File: src/rtl/spi_irq_status.sv
`timescale 1ns/1ps
module spi_irq_status #(
  parameter int DEPTH        = 8,
  parameter int DATA_W       = 32,
  parameter int TIMEOUT_BITS = 32,
  parameter int DIV_W        = 8
) (
  input  logic                             clk,
  input  logic                             rst_n,
  input  logic [$clog2(DEPTH+1)-1:0]       rx_level,
  input  logic [$clog2(DEPTH+1)-1:0]       tx_level,
  input  logic                             frame_done,
  input  logic                             rx_pop,
  input  logic [DIV_W-1:0]                 clk_prescale,
  input  logic [DIV_W-1:0]                 serial_rate,
  input  logic [1:0]                       reg_addr,
  input  logic                             reg_wr,
  input  logic [DATA_W-1:0]                reg_wdata,
  output logic [DATA_W-1:0]                reg_rdata,
  output logic                             rx_replace,
  output logic                             irq
);
  localparam int LVL_W = $clog2(DEPTH+1);
  localparam int HALF  = DEPTH / 2;
  localparam int BL_W  = 2 * DIV_W + 1;
  localparam int BC_W  = $clog2(TIMEOUT_BITS + 1);
  localparam logic [1:0] A_MASK = 2'd0;
  localparam logic [1:0] A_RAW  = 2'd1;
  localparam logic [1:0] A_MSK  = 2'd2;

  logic [3:0]      mask_q;
  logic            ovr_q, tmo_q;
  logic [BL_W-1:0] cyc_q;
  logic [BC_W-1:0] bits_q;

  wire [BL_W-1:0] div_eff = (clk_prescale == '0) ? BL_W'(1) : BL_W'(clk_prescale);
  wire [BL_W-1:0] bit_len = div_eff * (BL_W'(serial_rate) + BL_W'(1));
  wire            tick    = (cyc_q >= bit_len - BL_W'(1));
  wire            rx_full = (rx_level == LVL_W'(DEPTH));
  wire            restart = rx_pop | frame_done | (rx_level == '0);
  wire            ovr_hit = frame_done & rx_full;
  wire            tmo_hit = ~restart & tick & (bits_q == BC_W'(TIMEOUT_BITS - 1));
  wire            clr_wr  = reg_wr & (reg_addr == 2'd3);
  wire            rx_half = (rx_level >= LVL_W'(HALF));
  wire            tx_half = ((LVL_W'(DEPTH) - tx_level) >= LVL_W'(HALF));
  wire [3:0]      raw     = {tx_half, rx_half, tmo_q, ovr_q};
  wire [3:0]      masked  = raw & mask_q;

  assign rx_replace = ovr_hit;
  assign irq        = |masked;

  always_ff @(posedge clk or negedge rst_n) begin
    if (!rst_n) mask_q <= '0;
    else if (reg_wr && reg_addr == A_MASK) mask_q <= reg_wdata[3:0];
  end

  always_ff @(posedge clk or negedge rst_n) begin
    if (!rst_n) begin
      cyc_q  <= '0;
      bits_q <= '0;
    end else if (restart) begin
      cyc_q  <= '0;
      bits_q <= '0;
    end else if (tick) begin
      cyc_q  <= '0;
      if (bits_q < BC_W'(TIMEOUT_BITS)) bits_q <= bits_q + BC_W'(1);
    end else begin
      cyc_q  <= cyc_q + BL_W'(1);
    end
  end

  always_ff @(posedge clk or negedge rst_n) begin
    if (!rst_n) begin
      ovr_q <= 1'b0;
      tmo_q <= 1'b0;
    end else begin
      if (ovr_hit) ovr_q <= 1'b1;
      else if (clr_wr && reg_wdata[0]) ovr_q <= 1'b0;
      if (tmo_hit) tmo_q <= 1'b1;
      else if (clr_wr && reg_wdata[1]) tmo_q <= 1'b0;
    end
  end

  always_comb begin
    case (reg_addr)
      A_MASK:  reg_rdata = {{(DATA_W-4){1'b0}}, mask_q};
      A_RAW:   reg_rdata = {{(DATA_W-4){1'b0}}, raw};
      A_MSK:   reg_rdata = {{(DATA_W-4){1'b0}}, masked};
      default: reg_rdata = '0;
    endcase
  end


  ovr_set_chk: assert property (@(posedge clk) disable iff (!rst_n)
    (frame_done && rx_level == LVL_W'(DEPTH)) |=> ovr_q);


  mask_hold_chk: assert property (@(posedge clk) disable iff (!rst_n)
    !(reg_wr && reg_addr == A_MASK) |=> $stable(mask_q));


  tmo_nonempty_chk: assert property (@(posedge clk) disable iff (!rst_n)
    $rose(tmo_q) |-> ($past(rx_level) != '0 && !$past(rx_pop) && !$past(frame_done)));


  irq_mask_chk: assert property (@(posedge clk) disable iff (!rst_n)
    irq |-> (mask_q != 4'd0));


  ovr_sticky_chk: assert property (@(posedge clk) disable iff (!rst_n)
    (ovr_q && !(reg_wr && reg_addr == 2'd3 && reg_wdata[0])) |=> ovr_q);


  tmo_sticky_chk: assert property (@(posedge clk) disable iff (!rst_n)
    (tmo_q && !(reg_wr && reg_addr == 2'd3 && reg_wdata[1])) |=> tmo_q);
endmodule

File: config.mk
export PLATFORM = sky130hd
export DESIGN_NAME = spi_irq_status
export DESIGN_NICKNAME = d
export VERILOG_FILES = /design/src/rtl/spi_irq_status.sv
export SDC_FILE = /design/constraint.sdc
export NUM_CORES = 1
export LEC_CHECK = 0
export BUFFER_PORTS_ARGS = -buffer_cell sky130_fd_sc_hd__buf_4
export CAP_MARGIN = 40
export CELL_PAD_IN_SITES_DETAIL_PLACEMENT = 1
export CELL_PAD_IN_SITES_GLOBAL_PLACEMENT = 1
export CORE_AREA = 4 4 115 117
export CTS_BUF_LIST = sky130_fd_sc_hd__clkbuf_8
export CTS_CLUSTER_SIZE = 10
export DETAILED_ROUTE_END_ITERATION = 7
export DIE_AREA = 0 0 119 121
export PLACE_DENSITY = 0.77
export RECOVER_POWER = 25
export SETUP_SLACK_MARGIN = 0.5
export SYNTH_ARGS = -nofsm -noshare
export SYNTH_HDL_FRONTEND = slang
export SYNTH_SLANG_ARGS = --single-unit
File: constraint.sdc
create_clock -name clk -period 2.1 [get_ports clk]
set_clock_uncertainty 0.05 [all_clocks]
set_input_delay 0 -clock clk [delete_from_list [all_inputs] [get_ports clk]]
set_output_delay 0 -clock clk [all_outputs]
set_load 0.02 [all_outputs]
# Word level (Yosys, flattened, before mapping)
# Cells that the tools add are included.
[totals]
register_bits = 29
in_bits = 63
out_inout_bits = 34
elab_cells = 51
[classes]
add_sub_neg = 5
multipliers = 1
magnitude_cmp = 4
eq_ne = 5
n_mux = 11
bitwise = 8
reduce_logical = 12
[op_table]
columns = ["operator", "n"]
rows = [
  ["two-way mux 17 bit", 2],
  ["two-way mux 6 bit", 3],
  ["adder 17 x 1 -> 17 bit, second input constant", 1],
  ["greater-or-equal comparator 17 bit", 1],
  ["multiplier 8 x 9 -> 17 bit", 1],
  ["subtractor 17 x 1 -> 17 bit, second input constant", 1],
  ["case mux 4 bit (3 select lines)", 1],
  ["adder 8 x 1 -> 9 bit, second input constant", 1],
  ["greater-or-equal comparator 4 x 3 -> 1 bit, second input constant", 2],
  ["logical NOT 8 bit", 1],
  ["two-way mux 8 bit", 1],
  ["nonzero test 2 bit", 4],
  ["adder 6 x 1 -> 6 bit, second input constant", 1],
  ["== test 6 x 5 -> 1 bit, second input constant", 1],
  ["less-than comparator 6 bit, second input constant", 1],
  ["bitwise AND 1 bit", 4],
  ["bitwise AND 4 bit", 1],
  ["== test 2 bit, second input constant", 2],
  ["== test 4 bit, second input constant", 1],
  ["logical NOT 4 bit", 1],
  ["two-way mux 1 bit", 4],
  ["OR reduction 4 bit", 1],
  ["subtractor 4 bit, first input constant", 1],
  ["logical AND 1 bit", 3],
  ["5 further kinds", 6],
]

# Depth between registers and ports, before layout
[depth]
word_depth = 8
ltp_mapped = 28
mapped_depth_nobuf = 26

# Worst setup path before layout
# Ideal clock, no wire load.
[synth_path]
path_kind = "input to register"
start = "input serial_rate[0]"
end = "register cyc_q[10]"
setup_time_ns = 0.071
arrival_ns = 5.597
required_time_ns = 1.979
slack_ns = -3.619
stages = 27
path_buffers = 1
cell_sequence = "ha_1 -> nand3_1 -> nor2_1 -> xor2_1 -> nand2_1 -> fa_1 -> inv_1 -> fa_1 -> fa_1 -> inv_1 -> fa_1 -> inv_1 -> ha_1 -> and3_4 -> a221o_1 -> a31oi_1 -> nor2_1 -> nor2_1 -> xor2_1 -> ha_1 -> o21ai_0 -> o21bai_1 -> a21oi_1 -> o21a_1 -> nand3_2 -> buf_2 -> nor2_1"
[synth_between]
elab_chain_len = 6
[synth_lines]
columns = ["element", "line", "rtl"]
rows = [
  ["start, declared", "15", "input logic [DIV_W-1:0] serial_rate,"],
  ["adder 8 x 1 -> 9 bit", "37", "wire [BL_W-1:0] bit_len = div_eff * (BL_W'(serial_rate) + BL_W'(1));"],
  ["multiplier 8 x 9 -> 17 bit", "37", ""],
  ["subtractor 17 x 1 -> 17 bit", "38", "wire tick = (cyc_q >= bit_len - BL_W'(1));"],
  ["greater-or-equal comparator 17 bit", "38", ""],
  ["two-way mux 17 bit", "64", "end else if (tick) begin"],
  ["two-way mux 17 bit", "61", "end else if (restart) begin"],
  ["end signal, assigned", "68", "cyc_q <= cyc_q + BL_W'(1);"],
  ["end, declared", "33", "logic [BL_W-1:0] cyc_q;"],
]
# No other way between the ends.
# A chain may end at the register's enable or synchronous reset.

# Worst setup path after layout
[layout_path]
start = "input serial_rate[0]"
end = "register bits_q[3]"
[layout_between]
elab_chain_len = 6
[layout_lines]
columns = ["element", "line", "rtl"]
rows = [
  ["adder 8 x 1 -> 9 bit", "37", ""],
  ["multiplier 8 x 9 -> 17 bit", "37", ""],
  ["subtractor 17 x 1 -> 17 bit", "38", ""],
  ["greater-or-equal comparator 17 bit", "38", ""],
  ["nonzero test 2 bit (no source line)", "-", ""],
  ["AND reduction 2 bit (no source line)", "-", ""],
  ["end signal, assigned", "66", "if (bits_q < BC_W'(TIMEOUT_BITS)) bits_q <= bits_q + BC_W'(1);"],
  ["end, declared", "34", "logic [BC_W-1:0] bits_q;"],
]
# No other way between the ends.

==> impl_metrics.xml <==
<?xml version="1.0" encoding="UTF-8"?>
<metrics>
  <group name="run_status">
    <metric name="outcome" unit="">complete, but fails checks</metric>
    <metric name="violations" unit="">capacitance limit, slew limit, setup timing</metric>
  </group>
  <group name="worst_setup_path">
    <metric name="critical_path_arrival" unit="ns">5.64</metric>
    <metric name="crit_required" unit="ns">2.26</metric>
    <metric name="cp_max_fo" unit="">6</metric>
    <metric name="timing.critical_path.from_type" unit="">input port</metric>
    <metric name="cp-end-kind" unit="">register</metric>
    <metric name="timing_worst_setup_path_type" unit="">in -&gt; reg</metric>
  </group>
  <group name="cells_and_area">
    <metric name="layout_cells_sized_above_1" unit="%">25.6</metric>
    <metric name="area.growth.synth_to_final" unit="%">29.9</metric>
    <metric name="area_used_by_multi_input_combinational_logic" unit="mm²">0.00389</metric>
    <metric name="finalCoreUtilization" unit="%">49.9</metric>
    <metric name="antenna_cells" unit="">0</metric>
    <metric name="num-nets-final" unit="">841</metric>
    <metric name="sequential_cell_area" unit="µm²">726</metric>
    <metric name="nFillCells" unit="">1451</metric>
  </group>
  <group name="floorplan">
    <metric name="initial_utilization" unit="%">38.4</metric>
    <metric name="die_width" unit="µm">119</metric>
    <metric name="fp-row-count" unit="">41</metric>
    <metric name="chipHeight" unit="µm">121</metric>
    <metric name="floorplan.io_pins" unit="">97</metric>
    <metric name="floorplan.core_area" unit="mm²">0.0124</metric>
    <metric name="fp.dieArea" unit="mm²">0.0144</metric>
  </group>
  <group name="logic_synthesis">
    <metric name="synth_enable_flop_cells" unit="">0</metric>
    <metric name="synth-async-reset-ratio" unit="%">100</metric>
    <metric name="number_of_distinct_library_cell_variants_in_the_gate_level_netlist_after_synthesis" unit="">49</metric>
    <metric name="synth_sequential_area_ratio" unit="%">15.3</metric>
    <metric name="synthXorXnorAreaFrac" unit="%">6.63</metric>
    <metric name="synthMostInstantiatedCell" unit="">sky130_fd_sc_hd__inv_1</metric>
    <metric name="synth_compound_gate_area_share" unit="%">9.95</metric>
    <metric name="synth.avg_cell_area" unit="µm²">8.53</metric>
    <metric name="syn_inst" unit="">557</metric>
    <metric name="yosysWarningCount" unit="">0</metric>
    <metric name="synth.ff_latch_count" unit="">29</metric>
    <metric name="mappedNetlistArea" unit="mm²">0.00475</metric>
    <metric name="ys_dominant_reg_cell" unit="">sky130_fd_sc_hd__dfrtp_1</metric>
    <metric name="synth_common_cells" unit="">sky130_fd_sc_hd__inv_1 (91), sky130_fd_sc_hd__ha_1 (61), sky130_fd_sc_hd__nand2_1 (61)</metric>
    <metric name="combinational_family_with_the_most_area_after_synthesis" unit="">adder cells</metric>
    <metric name="share_of_cell_area_taken_by_muxes_after_synthesis" unit="%">1.79</metric>
    <metric name="synth-adder-area-share" unit="%">35.9</metric>
    <metric name="ranking_of_synthesized_cells_by_area" unit="">sky130_fd_sc_hd__fa_1 (20%), sky130_fd_sc_hd__ha_1 (16%), sky130_fd_sc_hd__dfrtp_1 (15%)</metric>
    <metric name="synthDominantCellAreaShare" unit="%">19.8</metric>
    <metric name="synth_top_cell_by_area" unit="">sky130_fd_sc_hd__fa_1</metric>
    <metric name="yosys.area_share.simple" unit="%">18.1</metric>
  </group>
  <group name="drt">
    <metric name="detailedRoute.firstPassIterationCount" unit="">6</metric>
    <metric name="drt-wirelength-per-cell" unit="µm">15.1</metric>
    <metric name="first_iter_violations" unit="">142</metric>
    <metric name="drc_errors" unit="">0</metric>
    <metric name="ant_nets" unit="">0</metric>
    <metric name="viasPerCell" unit="">4.84</metric>
    <metric name="detail_route.wirelength" unit="µm">12700</metric>
    <metric name="routed-via-count" unit="">4076</metric>
  </group>
  <group name="power_and_ir_drop">
    <metric name="power.static_leakage" unit="nW">3.12</metric>
    <metric name="overall_power" unit="mW">7.20</metric>
    <metric name="power.share.switching" unit="%">47.2</metric>
    <metric name="internal-power" unit="mW">3.80</metric>
    <metric name="combPwrFrac" unit="%">84.7</metric>
    <metric name="seq_power_share" unit="%">8.3</metric>
    <metric name="pwr-share-clk" unit="%">7.0</metric>
    <metric name="power_per_cell_area" unit="mW/mm²">1170</metric>
    <metric name="switching_power" unit="mW">3.40</metric>
    <metric name="peakVddDrop" unit="µV">608</metric>
  </group>
  <group name="global_routing">
    <metric name="first_global_vias" unit="">4677</metric>
    <metric name="grt_antenna_before_repair" unit="">0</metric>
    <metric name="global_route_wire_length_before_repair" unit="µm">21500</metric>
    <metric name="grtUsageTotal" unit="%">18.0</metric>
    <metric name="grt.overflow.total" unit="">0</metric>
    <metric name="grt_max_degree" unit="">30</metric>
  </group>
  <group name="timing">
    <metric name="worst_slew_margin" unit="%">-9.23</metric>
    <metric name="setup_viol" unit="">24</metric>
    <metric name="final_min_period_over_clock_period" unit="%">261</metric>
    <metric name="fmaxAchievable" unit="MHz">182</metric>
    <metric name="final_hold_viol_count" unit="">0</metric>
    <metric name="worst_pin_slew" unit="ns">1.64</metric>
    <metric name="drv_slew" unit="">30</metric>
    <metric name="setup_slack" unit="ns">-3.38</metric>
    <metric name="rsz0062_at_grt" unit="">true</metric>
    <metric name="layout_min_cycle_time" unit="ns">5.48</metric>
  </group>
  <group name="hold_path">
    <metric name="worst_hold_class" unit="">in -&gt; reg</metric>
  </group>
  <group name="placement">
    <metric name="detailed_place_hpwl" unit="µm">10300</metric>
    <metric name="routabilityCongestion" unit="">0.823</metric>
    <metric name="io_buffer_count" unit="">40</metric>
  </group>
  <group name="clock_network">
    <metric name="cts_tree" unit="">yes</metric>
    <metric name="cts_made_buffers" unit="">5</metric>
    <metric name="ctsLongestPathBuffers" unit="">2</metric>
    <metric name="ctsHtreeMaxLevel" unit="">2</metric>
    <metric name="clkTransAtPathRegs" unit="ns">0.07</metric>
    <metric name="clock-sinks" unit="">29</metric>
    <metric name="clock_latency" unit="ns">0.29</metric>
    <metric name="cts.root.buffer_cell" unit="">sky130_fd_sc_hd__clkbuf_8</metric>
  </group>
  <group name="flow_run">
    <metric name="timing.max_cap.violations" unit="">1</metric>
  </group>
</metrics>
final cells by class:
type                            count  area share (%)
Multi-Input combinational cell    427            63.0
Clock buffer                        6            1.34
Sequential cell                    29            11.8
Timing Repair Buffer              116            14.6
Clock inverter                      2           0.223
Inverter                           91            5.53
Tap cell                          172            3.49
layer usage:
layer | global-route usage (%) | vias up | wire [µm]
met5 | 0 | - | 0
met4 | 4.13 | 0 | 221
met3 | 2.42 | 19 | 295
met2 | 34.8 | 60 | 6970
met1 | 21.0 | 2042 | 5250
li1 | - | 1955 | -
power by group through the flow:
stage | Clock [mW] | Sequential (mW) | Combinational, mW
6_report | 0.503 | 0.597 | 6.10
3_5_place_dp | 0 | 0.606 | 5.40
5_1_grt | 0.546 | 0.599 | 6.82
4_1_cts | 0.519 | 0.596 | 5.77
2_1_floorplan | 0 | 0.602 | 3.59
3_3_place_gp | 0 | 0.605 | 5.11
critical path, cell delays in order:
cell and delay [ns]:
sky130_fd_sc_hd__buf_8 0.10, sky130_fd_sc_hd__ha_4 0.16, sky130_fd_sc_hd__nand3_4 0.09, sky130_fd_sc_hd__nor2_4 0.17, sky130_fd_sc_hd__xor2_4 0.18, sky130_fd_sc_hd__buf_6 0.12
sky130_fd_sc_hd__nand2_1 0.05, sky130_fd_sc_hd__fa_1 0.50, sky130_fd_sc_hd__inv_1 0.06, sky130_fd_sc_hd__fa_1 0.47, sky130_fd_sc_hd__fa_1 0.50, sky130_fd_sc_hd__inv_1 0.06
sky130_fd_sc_hd__fa_1 0.43, sky130_fd_sc_hd__inv_1 0.12, sky130_fd_sc_hd__ha_4 0.22, sky130_fd_sc_hd__and3_4 0.17, sky130_fd_sc_hd__a221o_1 0.35, sky130_fd_sc_hd__a31oi_4 0.20
sky130_fd_sc_hd__o21ai_1 0.09, sky130_fd_sc_hd__a21oi_1 0.15, sky130_fd_sc_hd__xor2_1 0.10, sky130_fd_sc_hd__ha_1 0.31, sky130_fd_sc_hd__and3_4 0.19, sky130_fd_sc_hd__nand3_4 0.09
sky130_fd_sc_hd__nor2_4 0.14, sky130_fd_sc_hd__o21ai_4 0.10, sky130_fd_sc_hd__a211oi_4 0.26, sky130_fd_sc_hd__mux2i_1 0.24
what timing repair did:
action,in CTS,in global routing
endpoints found under the setup margin,24,24
resized for setup,30,17
hold buffers,7,0
buffers inserted,6,1
pin swaps,29,15
endpoints found under the hold margin,34,0
stage by stage:
step	hold slack [ns]	cell area (µm²)	instances	setup slack [ns]	setup TNS, ns
floorplan	-0.346	5010	584	-3.12	-73.67
global placement	-0.105	5720	821	-3.61	-85.80
detailed placement	-0.0939	5720	821	-3.82	-88.92
CTS	0.0541	6080	842	-3.32	-78.64
global route	0.112	6170	843	-3.61	-85.77
finish	0.105	6170	843	-3.38	-79.71
cell families (layout without fill, tap and decap cells):
family / Yosys count / after routing
adders and majority gates: 108 / 108
other: 1 / 28
xor gates and xnor gates: 36 / 36
AOI/OAI and AO/OA: 68 / 68
muxes: 8 / 8
DFF: 29 / 29
and+or+nand+nor: 179 / 179
buffers and inverters: 128 / 215
sequential cells by signal, indices dropped and copies added, names as in the netlist:
name / count
cyc_q: 17
bits_q: 6
mask_q: 4
ovr_q: 1
tmo_q: 1
path summary, 6_finish.rpt:
path                                 from         to  slack (ns)  depth (start not counted)
hold / removal                     reg_wr      tmo_q        0.11                          4
max in group asynchronous           rst_n  bits_q[0]        0.44                          2
min in group asynchronous           rst_n  bits_q[3]        0.61                          2
setup / recovery           serial_rate[0]  bits_q[3]       -3.38                         28
hold reg to reg                 mask_q[3]  mask_q[3]        0.50                          1
setup reg to reg                 cyc_q[0]  cyc_q[13]       -0.04                          9
cells in the final DEF, fill, tap and decap left out, types with 5 or more instances in the layout:
| master | Yosys | layout |
|---|---|---|
| sky130_fd_sc_hd__xnor2_1 | 16 | 13 |
| sky130_fd_sc_hd__inv_2 | 0 | 5 |
| sky130_fd_sc_hd__o21ai_0 | 9 | 7 |
| sky130_fd_sc_hd__clkbuf_8 | 0 | 6 |
| sky130_fd_sc_hd__dlygate4sd3_1 | 0 | 7 |
| sky130_fd_sc_hd__and3_1 | 9 | 7 |
| sky130_fd_sc_hd__and2_1 | 26 | 24 |
| sky130_fd_sc_hd__xor2_1 | 20 | 16 |
| sky130_fd_sc_hd__nor2b_1 | 6 | 6 |
| sky130_fd_sc_hd__dfrtp_1 | 29 | 29 |
| sky130_fd_sc_hd__buf_4 | 28 | 104 |
| sky130_fd_sc_hd__conb_1 | 1 | 28 |
| sky130_fd_sc_hd__nand2_1 | 61 | 60 |
| sky130_fd_sc_hd__nor2_1 | 39 | 34 |
| sky130_fd_sc_hd__nand2b_1 | 11 | 11 |
| sky130_fd_sc_hd__ha_1 | 61 | 55 |
| sky130_fd_sc_hd__inv_1 | 91 | 86 |
| sky130_fd_sc_hd__nand3_1 | 16 | 12 |
| sky130_fd_sc_hd__a21oi_1 | 17 | 13 |
| sky130_fd_sc_hd__fa_1 | 47 | 47 |
| sky130_fd_sc_hd__a21o_1 | 9 | 9 |
Power figures use the tool's default switching activity.
